===== config.mk =====
export PLATFORM = sky130hd
export DESIGN_NAME = input_change_waker
export DESIGN_NICKNAME = d
export VERILOG_FILES = /design/src/rtl/wake_pkg.sv /design/src/rtl/snap_reg.sv /design/src/rtl/vec_diff.sv /design/src/rtl/wake_sync.sv /design/src/rtl/input_change_waker.sv
export SDC_FILE = /design/constraint.sdc
export NUM_CORES = 1
export LEC_CHECK = 0
export BUFFER_PORTS_ARGS = -buffer_cell sky130_fd_sc_hd__buf_2
export CORE_MARGIN = 1.5
export CORE_UTILIZATION = 38
export CTS_CLUSTER_SIZE = 20
export DETAILED_ROUTE_END_ITERATION = 12
export PLACE_DENSITY = 0.58
export SLEW_MARGIN = 20
export SYNTH_ARGS = -nofsm -noshare
export SYNTH_HDL_FRONTEND = slang
export SYNTH_SLANG_ARGS = --single-unit

===== constraint.sdc =====
create_clock -name clk_i -period 2 [get_ports clk_i]
set_input_delay 0.1 -clock clk_i [delete_from_list [all_inputs] [get_ports clk_i]]
set_output_delay 0.1 -clock clk_i [all_outputs]
set_load 0.03 [all_outputs]

===== src/rtl/wake_pkg.sv =====
package wake_pkg;
  typedef enum logic [1:0] {
    ST_AWAKE = 2'd0,
    ST_ARM   = 2'd1,
    ST_SLEEP = 2'd2
  } wake_state_e;
endpackage


===== src/rtl/snap_reg.sv =====
module snap_reg #(
  parameter int W = 66
) (
  input  logic         clk_i,
  input  logic         rst_ni,
  input  logic         cap_i,
  input  logic [W-1:0] d_i,
  output logic [W-1:0] q_o
);
  always_ff @(posedge clk_i or negedge rst_ni) begin
    if (!rst_ni)    q_o <= '0;
    else if (cap_i) q_o <= d_i;
  end
endmodule


===== src/rtl/vec_diff.sv =====
// Clock-free compare, reduced per lane then across lanes.
module vec_diff #(
  parameter int W    = 66,
  parameter int LANE = 8
) (
  input  logic [W-1:0] a_i,
  input  logic [W-1:0] b_i,
  output logic         diff_o
);
  localparam int LANES = (W + LANE - 1) / LANE;
  localparam int PW    = LANES * LANE;

  logic [PW-1:0]    a_pad, b_pad;
  logic [LANES-1:0] lane_diff;

  always_comb begin
    a_pad = '0;
    b_pad = '0;
    a_pad[W-1:0] = a_i;
    b_pad[W-1:0] = b_i;
  end

  for (genvar g = 0; g < LANES; g++) begin : g_lane
    assign lane_diff[g] = |(a_pad[g*LANE +: LANE] ^ b_pad[g*LANE +: LANE]);
  end

  assign diff_o = |lane_diff;
endmodule


===== src/rtl/wake_sync.sv =====
module wake_sync #(
  parameter int STAGES = 2
) (
  input  logic clk_i,
  input  logic rst_ni,
  input  logic flush_i,
  input  logic d_i,
  output logic q_o
);
  logic [STAGES-1:0] pipe_q;

  for (genvar s = 0; s < STAGES; s++) begin : g_stage
    always_ff @(posedge clk_i or negedge rst_ni) begin
      if (!rst_ni)      pipe_q[s] <= 1'b0;
      else if (flush_i) pipe_q[s] <= 1'b0;
      else if (s == 0)  pipe_q[s] <= d_i;
      else              pipe_q[s] <= pipe_q[(s == 0) ? 0 : s-1];
    end
  end

  assign q_o = pipe_q[STAGES-1];
endmodule


===== src/rtl/input_change_waker.sv =====
module input_change_waker
  import wake_pkg::*;
#(
  parameter int W          = 66,
  parameter int LANE       = 8,
  parameter int SYNC_DEPTH = 2
) (
  input  logic         clk_i,
  input  logic         rst_ni,
  input  logic         sleep_req_i,
  input  logic [W-1:0] watch_i,
  output logic         wake_o,
  output logic         asleep_o
);
  wake_state_e state_q, state_d;
  logic [W-1:0] snap;
  logic         diff, cap, wake_sync_q, asleep_q;

  snap_reg #(.W(W)) u_snap (
    .clk_i (clk_i),
    .rst_ni(rst_ni),
    .cap_i (cap),
    .d_i   (watch_i),
    .q_o   (snap)
  );

  vec_diff #(.W(W), .LANE(LANE)) u_diff (
    .a_i   (watch_i),
    .b_i   (snap),
    .diff_o(diff)
  );

  // Unmasked while arming or asleep; no clock on this path.
  assign wake_o = (state_q != ST_AWAKE) & diff;

  wake_sync #(.STAGES(SYNC_DEPTH)) u_sync (
    .clk_i  (clk_i),
    .rst_ni (rst_ni),
    .flush_i(state_q == ST_AWAKE),
    .d_i    (wake_o),
    .q_o    (wake_sync_q)
  );

  always_comb begin
    state_d = state_q;
    cap     = 1'b0;
    unique case (state_q)
      ST_AWAKE: if (sleep_req_i) begin
        state_d = ST_ARM;
        cap     = 1'b1;
      end
      ST_ARM:   state_d = diff ? ST_AWAKE : ST_SLEEP;
      ST_SLEEP: if (wake_sync_q) state_d = ST_AWAKE;
      default:  state_d = ST_AWAKE;
    endcase
  end

  always_ff @(posedge clk_i or negedge rst_ni) begin
    if (!rst_ni) begin
      state_q  <= ST_AWAKE;
      asleep_q <= 1'b0;
    end else begin
      state_q  <= state_d;
      asleep_q <= (state_d == ST_SLEEP);
    end
  end

  assign asleep_o = asleep_q;
endmodule


Word level (Yosys, flattened, before mapping)
Index checks and enable logic that the tools add are counted.
Operators by class
  equality and inequality tests: 3
  muxes and demuxes: 8
  bitwise gates (word level): 10
  reductions and logical operators: 3
Operators with widths (count)
  OR reduction 72 bit: 1
  bitwise XOR 8 bit: 8
  two-way mux 2 bit: 3
  case mux 2 bit (3 select lines): 1
  == test 2 bit (second input constant): 2
  two-way mux 1 bit: 4
  == test 2 x 1 -> 1 bit (second input constant): 1
  zero test 2 bit: 1
  nonzero test 2 bit: 1
  bitwise XOR 2 bit: 1
  AND 1 bit: 1
Storage, ports and cells
  bits in registers: 71
  word-level logic and storage cells: 29

Depth between registers and ports, before layout
  depth in word-level cells: 5
  depth in mapped cells: 6
  gate-level depth less buffers: 6

Cells and area by module
A second synthesis with hierarchy kept.
Second synthesis, totals
  cell total of the unflattened synthesis: 243
  area, all modules: 3534.6 sq um
By module, submodules not included
  snap_reg: times used 1, cells each 139, area an instance 2611.3 sq um, seq. area each 1651.6 sq um
  vec_diff: times used 1, cells each 89, area an instance 729.4 sq um, seq. area each 0.0 sq um
  input_change_waker: times used 1, cells each 11, area an instance 131.4 sq um, seq. area each 75.1 sq um
  wake_sync: times used 1, cells each 4, area an instance 62.6 sq um, seq. area each 50.0 sq um

Least setup slack after synthesis
No wires, ideal clock.
  path type: reg-to-reg
  start: register u_snap.q_o[47]
  end: register u_sync.pipe_q[0]
  library setup time: 177 ps
  data arrival time: 1433 ps
  setup slack: 390 ps
  stages on the path, launching flop included: 7
  period minus slack after synthesis: 1610 ps
  path through: dfrtp_1 -> xor2_1 -> nor4_1 -> nand4_1 -> nor3_2 -> nand4_2 -> o21a_1
On the way
  longest elaborated chain between the ends: 4
RTL lines
  start, declared: line snap_reg.sv:8  | output logic [W-1:0] q_o
  start signal, assigned: line snap_reg.sv:12  | else if (cap_i) q_o <= d_i;
  bitwise XOR 8 bit: line vec_diff.sv:24  | assign lane_diff[g] = |(a_pad[g*LANE +: LANE] ^ b_pad[g*LANE +: LANE]);
  OR reduction 72 bit: line vec_diff.sv:27  | assign diff_o = |lane_diff;
  AND 1 bit: line input_change_waker.sv:34  | assign wake_o = (state_q != ST_AWAKE) & diff;
  via wake_o: line input_change_waker.sv:12  | output logic wake_o,
  two-way mux 1 bit: line wake_sync.sv:15  | else if (flush_i) pipe_q[s] <= 1'b0;
  end signal, assigned by index: line wake_sync.sv:16  | else if (s == 0) pipe_q[s] <= d_i;
  end signal, assigned by index: line wake_sync.sv:17  | else pipe_q[s] <= pipe_q[(s == 0) ? 0 : s-1];
  end, declared: line wake_sync.sv:10  | logic [STAGES-1:0] pipe_q;
The timed path passes the listed nets, and every way through them passes these cells.
A chain may end at the register's enable or synchronous reset.

Worst setup path after layout
  start: register u_snap.q_o[47]
  end: output port wake_o
On the way
  longest elaborated chain between the ends: 3
RTL lines (line)
  bitwise XOR 8 bit: vec_diff.sv:24
  OR reduction 72 bit: vec_diff.sv:27
  AND 1 bit: input_change_waker.sv:34
  end, declared: input_change_waker.sv:12
Every way passes these cells.

==> flow_summary.json <==
{
  "status": "finished, violations left",
  "violations": "negative setup slack",
  "crit-reg2reg-launch": "u_snap.q_o[47]",
  "tightestPinTransition_ns": 0.471,
  "ioPinCount": 71,
  "worst-path-buf-inv": 1,
  "synth-compound-area-share": 0.00671,
  "yosysSeqAreaShare": 0.529,
  "reg2reg_to": "state_q[1]",
  "ys.warnings.count": 0,
  "clkSinkCount": 71,
  "synthCells": 243,
  "worstPathArrival_ns": 2.05,
  "period_share": 1.08,
  "ir_drop_uv": 350,
  "max-slew-margin-rel": 0.686,
  "critPathKind": "reg -> out",
  "slew_viol_final": 0,
  "p_leak_uw": 0.00190,
  "drtPass1Iterations": 4,
  "htreeDepth": 3,
  "cts_inserted_buffers": 9,
  "cp_max_fo": 2,
  "cts_tree": "built",
  "worstRegToRegCells": 9,
  "max_freq_ghz": 0.465,
  "rrSetupSlack_ns": -0.07,
  "avgSynthCellArea_um2": 13.8,
  "drive_gt1_frac": 0.484,
  "routed_via_density": 4.72,
  "syn-cell-area_um2": 3360,
  "grt_pass1_wl_mm": 10.8,
  "ys_types": 20,
  "dr.first_iter.drc_count": 41,
  "dpl-instance-area_um2": 3850,
  "synthSimpleGateAreaFrac": 0.0518,
  "initial_core_util": 0.389,
  "hpwlAfterDp_mm": 4.43,
  "std_cell_rows": 34,
  "track_usage": 0.146,
  "routed_wl_mm": 6.32,
  "synthesis.nets": 312,
  "setup_viol": 3,
  "dieArea_um2": 9400,
  "crit_family": "simple AND/OR/NAND/NOR gates",
  "chipWidth_um": 97.0,
  "num_vias": 2159,
  "period_minus_slack_ns": 2.15,
  "final_common_cell": "dfrtp_1",
  "grt_pass1_vias": 2258,
  "num_antenna_cells": 0,
  "ant_nets": 0,
  "syn_to_final_growth_pct": 28.5,
  "synthXorXnorAreaFrac": 0.172,
  "synthMuxAreaShare": 0.221,
  "drc_errors": 0,
  "synth_top_family_by_area": "multiplexers",
  "core_um2": 8640,
  "crit_path_cell_trace": "xor2_2 -> nor4_2 -> nand4_1 -> nor3_2 -> nand4_2 -> o21a_1 -> buf_6",
  "layout.nets": 413,
  "cp.required_ns": 1.90,
  "startpoint_type": "flop",
  "cp-end-kind": "primary output",
  "fp.dieH_um": 97.0,
  "gr-total-overflow": 0,
  "cpPeakStageDelay_ns": 0.40,
  "p_per_area_nw_per_um2": 793,
  "cp_slowest_cell": "dfrtp_1",
  "synth_fa_ha_area_frac": 0,
  "place_congestion": 0.727,
  "path_clk_slew_ns": 0.08,
  "worstHoldPathCells": 2,
  "skew_ns": 0.0106,
  "hold_viol_final": 0,
  "grt_max_degree": 39,
  "fin_ws_ns": -0.152,
  "stdcell_area_um2": 4310,
  "utilization": 0.499,
  "cts-root-buf": "clkbuf_8",
  "min_to": "u_snap.q_o[11]",
  "portBuffers": 70,
  "synth.ff_latch_count": 71,
  "cts_buffer_depth": 2,
  "drv_cap": 0,
  "rsz0062_at_grt": "true",
  "antenna_found_initial": 0,
  "wl_per_cell_um": 13.8,
  "min_path_type": "in -> reg",
  "clk_latency_ns": 0.34,
  "final_cell_mix": "dfrtp_1 (71), buf_2 (68), mux2_2 (66), xor2_1 (55), dlygate4sd3_1 (20)",
  "hp-start": "watch_i[11]"
}
worst register-to-register path, stage by stage (launching register included):
cell and delay (ns):
dfrtp_1 0.40, xor2_2 0.15, nor4_2 0.32, nand4_1 0.21, nor3_2 0.24, nand4_2 0.11, buf_4 0.16, buf_6 0.10
buf_6 0.11, o31ai_2 0.20
layer usage:
layer | vias up | track usage | part of all wire
met5 | - | 0 | 0
met4 | 0 | 0.0669 | 0.019
met3 | 9 | 0.0470 | 0.043
met2 | 44 | 0.224 | 0.48
met1 | 1057 | 0.187 | 0.46
li1 | 1049 | - | -
state kept, by name (all words and copies together), names as in the netlist:
register       flops
u_sync.q_o         1
u_sync.pipe_q      1
asleep_o           1
state_q            2
u_snap.q_o        66
stage by stage:
step	setup TNS [ns]	std cells	worst slack, ns	hold WS (ns)	power (µW)
finish	-0.290	457	-0.152	0.0201	3420
global route	-0.595	457	-0.263	0.000471	3630
CTS	-0.298	456	-0.172	0.000545	3480
detailed placement	0	417	0.0488	0.0905	2430
global placement	0	417	0.0602	0.0932	2410
floorplan	0	243	0.390	-0.196	2210
cell usage after synthesis:
cell      count  area, µm²
nor3_2        1       10.0
xor2_1       56        490
nand2_1       1       3.75
buf_6         3       33.8
buf_2         4       20.0
o21a_1        1       7.51
o31ai_1       2       15.0
nand3_1       2       10.0
nor3_1        1       5.00
inv_1         1       3.75
nor4_1       14       87.6
nor2_1        2       7.51
clkbuf_1      1       3.75
nor2b_1       1       6.26
nand4_2       1       12.5
nand4_1       4       25.0
xnor2_1      10       87.6
dfrtp_1      71       1780
mux2_2       66        743
and2_1        1       6.26
final cells by class:
| class | count | area, µm² |
|---|---|---|
| multi-input combinational | 163 | 1570 |
| inverter | 1 | 3.75 |
| timing repair buffer | 98 | 664 |
| clock inverter | 5 | 35.0 |
| tap | 108 | 135 |
| sequential | 71 | 1780 |
| clock buffer | 11 | 131 |
| fill | 794 | 4320 |
power breakdown:
| group | switching [µW] | internal (µW) | total, µW |
|---|---|---|---|
| logic | 276 | 402 | 677 |
| clock network | 526 | 451 | 977 |
| registers | 129 | 1640 | 1770 |
| total | 930 | 2490 | 3420 |
worst max path at each step:
stage / from / to / cells after the start
3_3_place_gp: u_snap.q_o[54] / wake_o / 8
5_1_grt: u_snap.q_o[47] / wake_o / 7
4_1_cts: u_snap.q_o[60] / wake_o / 7
6_report: u_snap.q_o[47] / wake_o / 7
3_5_place_dp: u_snap.q_o[47] / wake_o / 7
2_1_floorplan: u_snap.q_o[47] / u_sync.pipe_q[0] / 6
timing repair:
| item | CTS | global route |
|---|---|---|
| pin swaps | 9 | 2 |
| endpoints found under the setup margin | 1 | 3 |
| endpoints found under the hold margin | 52 | 1 |
| setup buffers | 4 | 1 |
| hold buffers | 19 | 1 |
| resized for setup | 9 | 3 |
kinds of logic (layout without fill, tap and decap cells):
group / Yosys count / in the layout
AO/OA/AOI/OAI: 3 / 3
XOR/XNOR: 66 / 66
buffers and inverters: 9 / 115
flip-flops: 71 / 71
multiplexers: 66 / 66
AND/OR/NAND/NOR: 28 / 28
Power figures use the tool's default switching activity.
